===== config.mk =====
export PLATFORM = sky130hd
export DESIGN_NAME = irq_status_unit
export DESIGN_NICKNAME = d
export VERILOG_FILES = /design/src/rtl/irq_pkg.sv /design/src/rtl/irq_enable_reg.sv /design/src/rtl/irq_status_reg.sv /design/src/rtl/irq_summary_fsm.sv /design/src/rtl/irq_status_unit.sv
export SDC_FILE = /design/constraint.sdc
export NUM_CORES = 1
export LEC_CHECK = 0
export BUFFER_PORTS_ARGS = -buffer_cell sky130_fd_sc_hd__clkbuf_2
export CAP_MARGIN = 15
export CORE_ASPECT_RATIO = 2
export CORE_MARGIN = 2
export CORE_UTILIZATION = 47
export CTS_CLUSTER_SIZE = 12
export DETAILED_ROUTE_END_ITERATION = 7
export PLACE_DENSITY = 0.85
export SLEW_MARGIN = 20
export SYNTH_ARGS = -nofsm -noshare
export SYNTH_HDL_FRONTEND = slang
export SYNTH_HIERARCHICAL = 1
export SYNTH_SLANG_ARGS = --single-unit
export TNS_END_PERCENT = 20

===== constraint.sdc =====
create_clock -name clk -period 4.4 [get_ports clk]
set_input_delay 0.44 -clock clk [delete_from_list [all_inputs] [get_ports clk]]
set_output_delay 0.44 -clock clk [all_outputs]
set_load 0.02 [all_outputs]

===== src/rtl/irq_pkg.sv =====
package irq_pkg;
    localparam int unsigned IRQ_STS_W  = 16;
    localparam int unsigned IRQ_RX_BIT = 2;

    typedef enum logic {
        SUM_IDLE    = 1'b0,
        SUM_PENDING = 1'b1
    } sum_state_e;
endpackage


===== src/rtl/irq_enable_reg.sv =====
module irq_enable_reg #(
    parameter int unsigned W = irq_pkg::IRQ_STS_W
) (
    input  logic         clk,
    input  logic         rst_n,
    input  logic         wr_i,
    input  logic [W-1:0] wdata_i,
    output logic [W-1:0] en_o
);
    localparam logic [W-1:0] WMASK = {1'b0, {(W-1){1'b1}}};

    always_ff @(posedge clk) begin
        if (!rst_n)    en_o <= '0;
        else if (wr_i) en_o <= wdata_i & WMASK;
    end
endmodule


===== src/rtl/irq_status_reg.sv =====
module irq_status_reg #(
    parameter int unsigned W      = irq_pkg::IRQ_STS_W,
    parameter int unsigned RX_BIT = irq_pkg::IRQ_RX_BIT
) (
    input  logic         clk,
    input  logic         rst_n,
    input  logic [W-1:0] evt_i,
    input  logic         cmd_done_i,
    input  logic         rx_queued_i,
    input  logic         wr_i,
    input  logic [W-1:0] wdata_i,
    input  logic [W-1:0] en_i,
    output logic [W-1:0] sts_o,
    output logic [W-1:0] sts_next_o,
    output logic         raise_o,
    output logic         rearm_o
);
    localparam logic [W-1:0] CMASK = {1'b0, {(W-1){1'b1}}};

    logic [W-1:0] clr;
    logic         fire;
    logic [W-1:0] merged;

    always_comb begin
        clr        = wr_i ? (wdata_i & CMASK) : '0;
        fire       = wr_i && sts_o[RX_BIT] && wdata_i[RX_BIT] && rx_queued_i;
        merged     = (sts_o & ~clr) | evt_i;
        raise_o    = cmd_done_i || fire;
        sts_next_o = raise_o ? (merged & en_i) : merged;
    end

    always_ff @(posedge clk) begin
        if (!rst_n) begin
            sts_o   <= '0;
            rearm_o <= 1'b0;
        end else begin
            sts_o   <= sts_next_o;
            rearm_o <= fire;
        end
    end
endmodule


===== src/rtl/irq_summary_fsm.sv =====
module irq_summary_fsm #(
    parameter int unsigned W = irq_pkg::IRQ_STS_W
) (
    input  logic         clk,
    input  logic         rst_n,
    input  logic         raise_i,
    input  logic         wr_i,
    input  logic [W-1:0] sts_next_i,
    output logic         pending_o
);
    import irq_pkg::*;

    sum_state_e state_q, state_d;
    logic       set_req, clr_req;

    always_ff @(posedge clk) begin
        if (!rst_n) state_q <= SUM_IDLE;
        else        state_q <= state_d;
    end

    always_comb begin
        set_req = raise_i && (sts_next_i != '0);
        clr_req = wr_i && (sts_next_i == '0);
        state_d = state_q;
        unique case (state_q)
            SUM_IDLE:    if (set_req) state_d = SUM_PENDING;
            SUM_PENDING: if (clr_req && !set_req) state_d = SUM_IDLE;
            default:     state_d = SUM_IDLE;
        endcase
    end

    always_comb begin
        pending_o = (state_q == SUM_PENDING);
    end
endmodule


===== src/rtl/irq_status_unit.sv =====
module irq_status_unit #(
    parameter int unsigned STS_W  = irq_pkg::IRQ_STS_W,
    parameter int unsigned RX_BIT = irq_pkg::IRQ_RX_BIT
) (
    input  logic             clk,
    input  logic             rst_n,
    input  logic [STS_W-1:0] evt_i,
    input  logic             cmd_done_i,
    input  logic             rx_queued_i,
    input  logic             en_wr_i,
    input  logic [STS_W-1:0] en_wdata_i,
    input  logic             sts_wr_i,
    input  logic [STS_W-1:0] sts_wdata_i,
    output logic [STS_W-1:0] en_o,
    output logic [STS_W-1:0] sts_o,
    output logic             pending_o,
    output logic             rearm_o
);
    logic [STS_W-1:0] sts_next;
    logic             raise;

    irq_enable_reg #(.W(STS_W)) u_en (
        .clk     (clk),
        .rst_n   (rst_n),
        .wr_i    (en_wr_i),
        .wdata_i (en_wdata_i),
        .en_o    (en_o)
    );

    irq_status_reg #(.W(STS_W), .RX_BIT(RX_BIT)) u_sts (
        .clk         (clk),
        .rst_n       (rst_n),
        .evt_i       (evt_i),
        .cmd_done_i  (cmd_done_i),
        .rx_queued_i (rx_queued_i),
        .wr_i        (sts_wr_i),
        .wdata_i     (sts_wdata_i),
        .en_i        (en_o),
        .sts_o       (sts_o),
        .sts_next_o  (sts_next),
        .raise_o     (raise),
        .rearm_o     (rearm_o)
    );

    irq_summary_fsm #(.W(STS_W)) u_sum (
        .clk        (clk),
        .rst_n      (rst_n),
        .raise_i    (raise),
        .wr_i       (sts_wr_i),
        .sts_next_i (sts_next),
        .pending_o  (pending_o)
    );
endmodule


## Word level (Yosys, flattened, before mapping)

Cells that the tools add are included.

- Bits in registers: 33
- Bits of input ports: 54

- Multiplexer cells: 5
- Bitwise logic cells: 5
- Reduce and logical (&&, ||, !) cells: 10

Operators by type and width:

| kind | count |
|---|---|
| 16-bit by 15-bit AND with 16-bit output | 1 |
| 16-bit AND | 1 |
| 16-bit logical NOT | 1 |
| 16-bit two-way mux | 1 |
| 16-bit NOT | 1 |
| 16-bit bitwise OR | 1 |
| 16-bit nonzero test | 1 |
| 15-bit two-way mux | 1 |
| 1-bit logical AND | 6 |
| 1-bit two-way mux | 2 |
| 1-bit case mux with 2 select lines | 1 |
| 1-bit logical NOT | 1 |
| 1-bit logical OR | 1 |
| 1-bit NOT | 1 |

## Longest topological paths before layout

- Depth after elaboration: 12
- Depth in mapped cells: 8
- Depth with buffers taken out: 6

## By module

Netlist, hierarchy kept.

Modules (own cells, without submodules):

| module | instances | cells an instance | area each (µm²) | sequential area each (µm²) |
|---|---|---|---|---|
| irq_status_reg | 1 | 102 | 883.3 | 340.3 |
| irq_enable_reg | 1 | 50 | 590.6 | 300.3 |
| irq_summary_fsm | 1 | 9 | 82.6 | 20.0 |

## Least setup slack after synthesis

No wires, ideal clock.

- Path kind: in2reg
- From: input sts_wr_i
- To: register u_sum.state_q (netlist: u_sum/pending_o)
- Data arrival time: 1.542 ns
- Data required time: 4.273 ns
- Slack: 2.731 ns
- Cell stages on the path: 8
- Cell sequence: buf_6 buf_2 nand2_1 a21oi_1 nor2_1 nor4_2 o2111a_1 a21oi_1

- Longest elaborated chain between the ends: 12
- Elaborated cells on any way between the ends: 19
- Those cells by class: mux: 5; bitwise: 4; reduce/logical: 10

Ends and longest elaborated chain:

| item | RTL line | source |
|---|---|---|
| start, declared | irq_status_unit.sv:12 | `input logic sts_wr_i,` |
| 15-bit two-way mux | irq_status_reg.sv:25 | `clr = wr_i ? (wdata_i & CMASK) : '0;` |
| 16-bit NOT | irq_status_reg.sv:27 | `merged = (sts_o & ~clr) \| evt_i;` |
| 16-bit AND | irq_status_reg.sv:27 |  |
| 16-bit bitwise OR | irq_status_reg.sv:27 |  |
| 16-bit by 15-bit AND with 16-bit output | irq_status_reg.sv:29 | `sts_next_o = raise_o ? (merged & en_i) : merged;` |
| 16-bit two-way mux (*) | irq_status_reg.sv:29 |  |
| via sts_next[7] | irq_status_unit.sv:19 | `logic [STS_W-1:0] sts_next;` |
| 16-bit nonzero test | irq_summary_fsm.sv:22 | `set_req = raise_i && (sts_next_i != '0);` |
| 1-bit logical AND | irq_summary_fsm.sv:22 |  |
| 1-bit logical NOT | irq_summary_fsm.sv:27 | `SUM_PENDING: if (clr_req && !set_req) state_d = SUM_IDLE;` |
| 1-bit logical AND | irq_summary_fsm.sv:27 |  |
| 1-bit two-way mux | irq_summary_fsm.sv:27 |  |
| 1-bit case mux with 2 select lines (*) | irq_summary_fsm.sv:25 | `unique case (state_q)` |
| end signal, assigned | irq_summary_fsm.sv:18 | `else state_q <= state_d;` |
| end, declared | irq_summary_fsm.sv:13 | `sum_state_e state_q, state_d;` |

Mark *: on every way through the listed nets, which the timed path passes. The rest lies on a longest branch.
A chain may end at the register's enable or synchronous reset.

## Final worst setup path

Ends and elaborated chain as after synthesis.

==> reports/metrics.yaml <==
floorplan:
  core_um2: 3160
  floorplan.initialDensity: 0.493
  std_cell_rows: 29
  fp.dieH_um: 85.4
  die_x_um: 44.7
  io_pins: 88
  dieArea_um2: 3820
timing:
  worstMarginPinSlew_ns: 0.908
  final_hold_viol_count: 0
  tns_ns: 0
  rsz0062_at_grt: "false"
  fin_worst_skew_ns: 0.00149
  setup_viol_count_final: 0
  period_share: 0.457
  period_needed_ns: 2.01
  timing.fmax_ghz: 0.497
  drv_slew: 0
  max_slew_margin: 0.393
grt:
  grt_pass1_vias: 1383
  grt_pass1_wl_mm: 5.71
  grt_usage: 0.200
  grt_start_max_net_pins: 20
  antenna_found_initial: 0
  grt.overflow.total: 0
critical_path:
  cp_data_arrival_time_ns: 2.17
  required_ns: 4.55
  critPathLaunchType: "input port"
  worst-setup-path-type: "input port to register"
  cp_max_fo: 18
  critPathCaptureType: "register"
hold_path:
  hp-class: "input port to register"
power:
  swShare: 0.274
  leakagePower_nw: 1.00
  internal-power_mw: 0.517
  peakVddDrop_v: 0.000226
  pwr-share-seq: 0.466
  p_per_area_nw_per_um2: 350
  p_total_mw: 0.711
  p_comb_frac: 0.193
  p_switching_mw: 0.195
  p_clk_frac: 0.341
synth:
  synth.yosys.seq_area_share: 0.424
  synth_edf_count: 0
  netlist_top_cells_count: "dfxtp_1 (33), nor2_1 (20), a21oi_1 (15), mux2i_1 (15), nor2b_1 (15)"
  ys_types: 27
  synth_ff_type: "dfxtp_1"
  yosysTopAreaCellShare: 0.424
  syn_nets: 215
  ys_async_sr_fraction: 0
  syn_area_um2: 1560
  syn_inst: 161
  synth-warning-count: 6
  yosysMostFrequentCell: "dfxtp_1"
  synth_top_area_cell: "dfxtp_1"
  ys_ff_latch: 33
  avgSynthCellArea_um2: 9.67
  synthTopCellsByArea: "dfxtp_1 (42%), mux2i_1 (9.6%), nor2_4 (6.5%), nor2b_1 (6.0%), nor3_2 (5.8%)"
flow_run:
  cap_violations: 0
finish:
  area_growth_pct: 30.6
  drive_gt1_frac: 0.465
  diodes: 0
  fill_cells: 295
  multiInputGateArea_um2: 801
  regArea_um2: 661
  layout.nets: 298
clocking:
  cts_buffer_depth: 2
  insertion_delay_ns: 0.28
  cts_buffers: 5
  path_clk_slew_ns: 0.06
  cts_sinks: 33
  cts-hold-fix-buffers: 0
  htree_levels: 2
  root_buffer: "clkbuf_8"
  cts_resized: 0
  cts_tree: "yes"
  post-cts-setup-buffers: 0
route:
  drt-initial-drc-count: 24
  detail_route.wl_per_cell_um: 12.5
  drcViolationCount: 0
  avgViaCountPerCell: 5.00
  routed_wirelength_mm: 3.44
  ant_nets: 0
  vias: 1380
  dr.pass1.iters: 3
placement:
  io_buffers: 84
  gp_congestion: 0.769
  dpl.hpwl_mm: 2.79
run_status:
  outcome: "completed"
==> final cells by class <==
type                       instances  share of cell area
tap                               31              0.0191
multi-input combinational        117               0.394
clock inverter                     1             0.00246
sequential                        33               0.325
clock buffer                       7              0.0474
timing repair buffer              84               0.207
inverter                           3             0.00554
==> through the flow <==
stage	cell area [um^2]	utilization	hold slack, ns	cells	setup slack (ns)
3_3_place_gp	1930	0.612	0.529	268	2.11
2_1_floorplan	1560	-	0.562	161	2.73
3_5_place_dp	1930	0.612	0.540	268	2.09
6_report	2030	0.644	0.422	276	2.39
5_1_grt	2030	0.644	0.433	276	2.18
4_1_cts	2030	0.644	0.413	276	2.38
==> state kept, by name, summed over array words and instances, names as in the netlist <==
| name | flops |
|---|---|
| u_sts/rearm_o | 1 |
| u_sts/sts_o | 16 |
| u_sum/pending_o | 1 |
| u_en/en_o | 15 |
==> routing by layer <==
layer  GRT usage  up-vias  routed length, um
li1            -      705                  -
met1       0.203      623               1250
met2       0.352       48               1920
met3      0.0404        4                224
met4       0.121        0                 50
met5           0        -                  0
==> power groups by stage <==
stage | sequential (mW) | combinational (mW) | clock [mW]
floorplan | 0.358 | 0.0711 | 0
global placement | 0.338 | 0.135 | 0
detailed placement | 0.338 | 0.138 | 0
CTS | 0.331 | 0.139 | 0.250
global route | 0.333 | 0.152 | 0.263
finish | 0.331 | 0.137 | 0.243
==> cells by family (layout without fill, tap and decap cells) <==
group | count (synthesis) | in the layout | synth area share
buffers and inverters | 11 | 95 | 0.0611
DFF | 33 | 33 | 0.424
AOI/OAI and AO/OA | 21 | 21 | 0.0941
muxes | 15 | 15 | 0.0965
other | 1 | 1 | 0.00241
and+or+nand+nor | 80 | 80 | 0.322
==> cell usage in the layout (no fill, tap or decap), drive strengths merged <==
| cell type | instances |
|---|---|
| conb | 1 |
| clkinv | 1 |
| nor3 | 14 |
| dfxtp | 33 |
| a21boi | 1 |
| and2 | 2 |
| a21oi | 15 |
| nor4 | 4 |
| nand2b | 1 |
| a41oi | 1 |
| nand4 | 1 |
| o221a | 1 |
| mux2i | 15 |
| clkbuf | 91 |
| inv | 3 |
| o22a | 1 |
| nor2 | 29 |
| o2111a | 1 |
| nand2 | 14 |
| nor2b | 15 |
| o21ai | 1 |
==> worst paths after layout <==
| path | start | endpoint | slack, ns | cells past startpoint |
|---|---|---|---|---|
| setup reg to reg | u_sts/sts_o[2] | u_sum/pending_o | 2.54 | 6 |
| setup / recovery | sts_wr_i | u_sum/pending_o | 2.39 | 7 |
| hold reg to reg | u_en/en_o[6] | u_sts/sts_o[6] | 0.54 | 2 |
| hold / removal | en_wdata_i[11] | u_en/en_o[11] | 0.42 | 3 |
==> critical path, stage by stage <==
cell and delay (ns):
clkbuf_2 0.32, a41oi_4 0.48, nor2_1 0.27, nor2_1 0.09, nor4_1 0.29, o2111a_1 0.21, a21oi_1 0.06
Note: power is estimated with default switching activity, not from simulation.
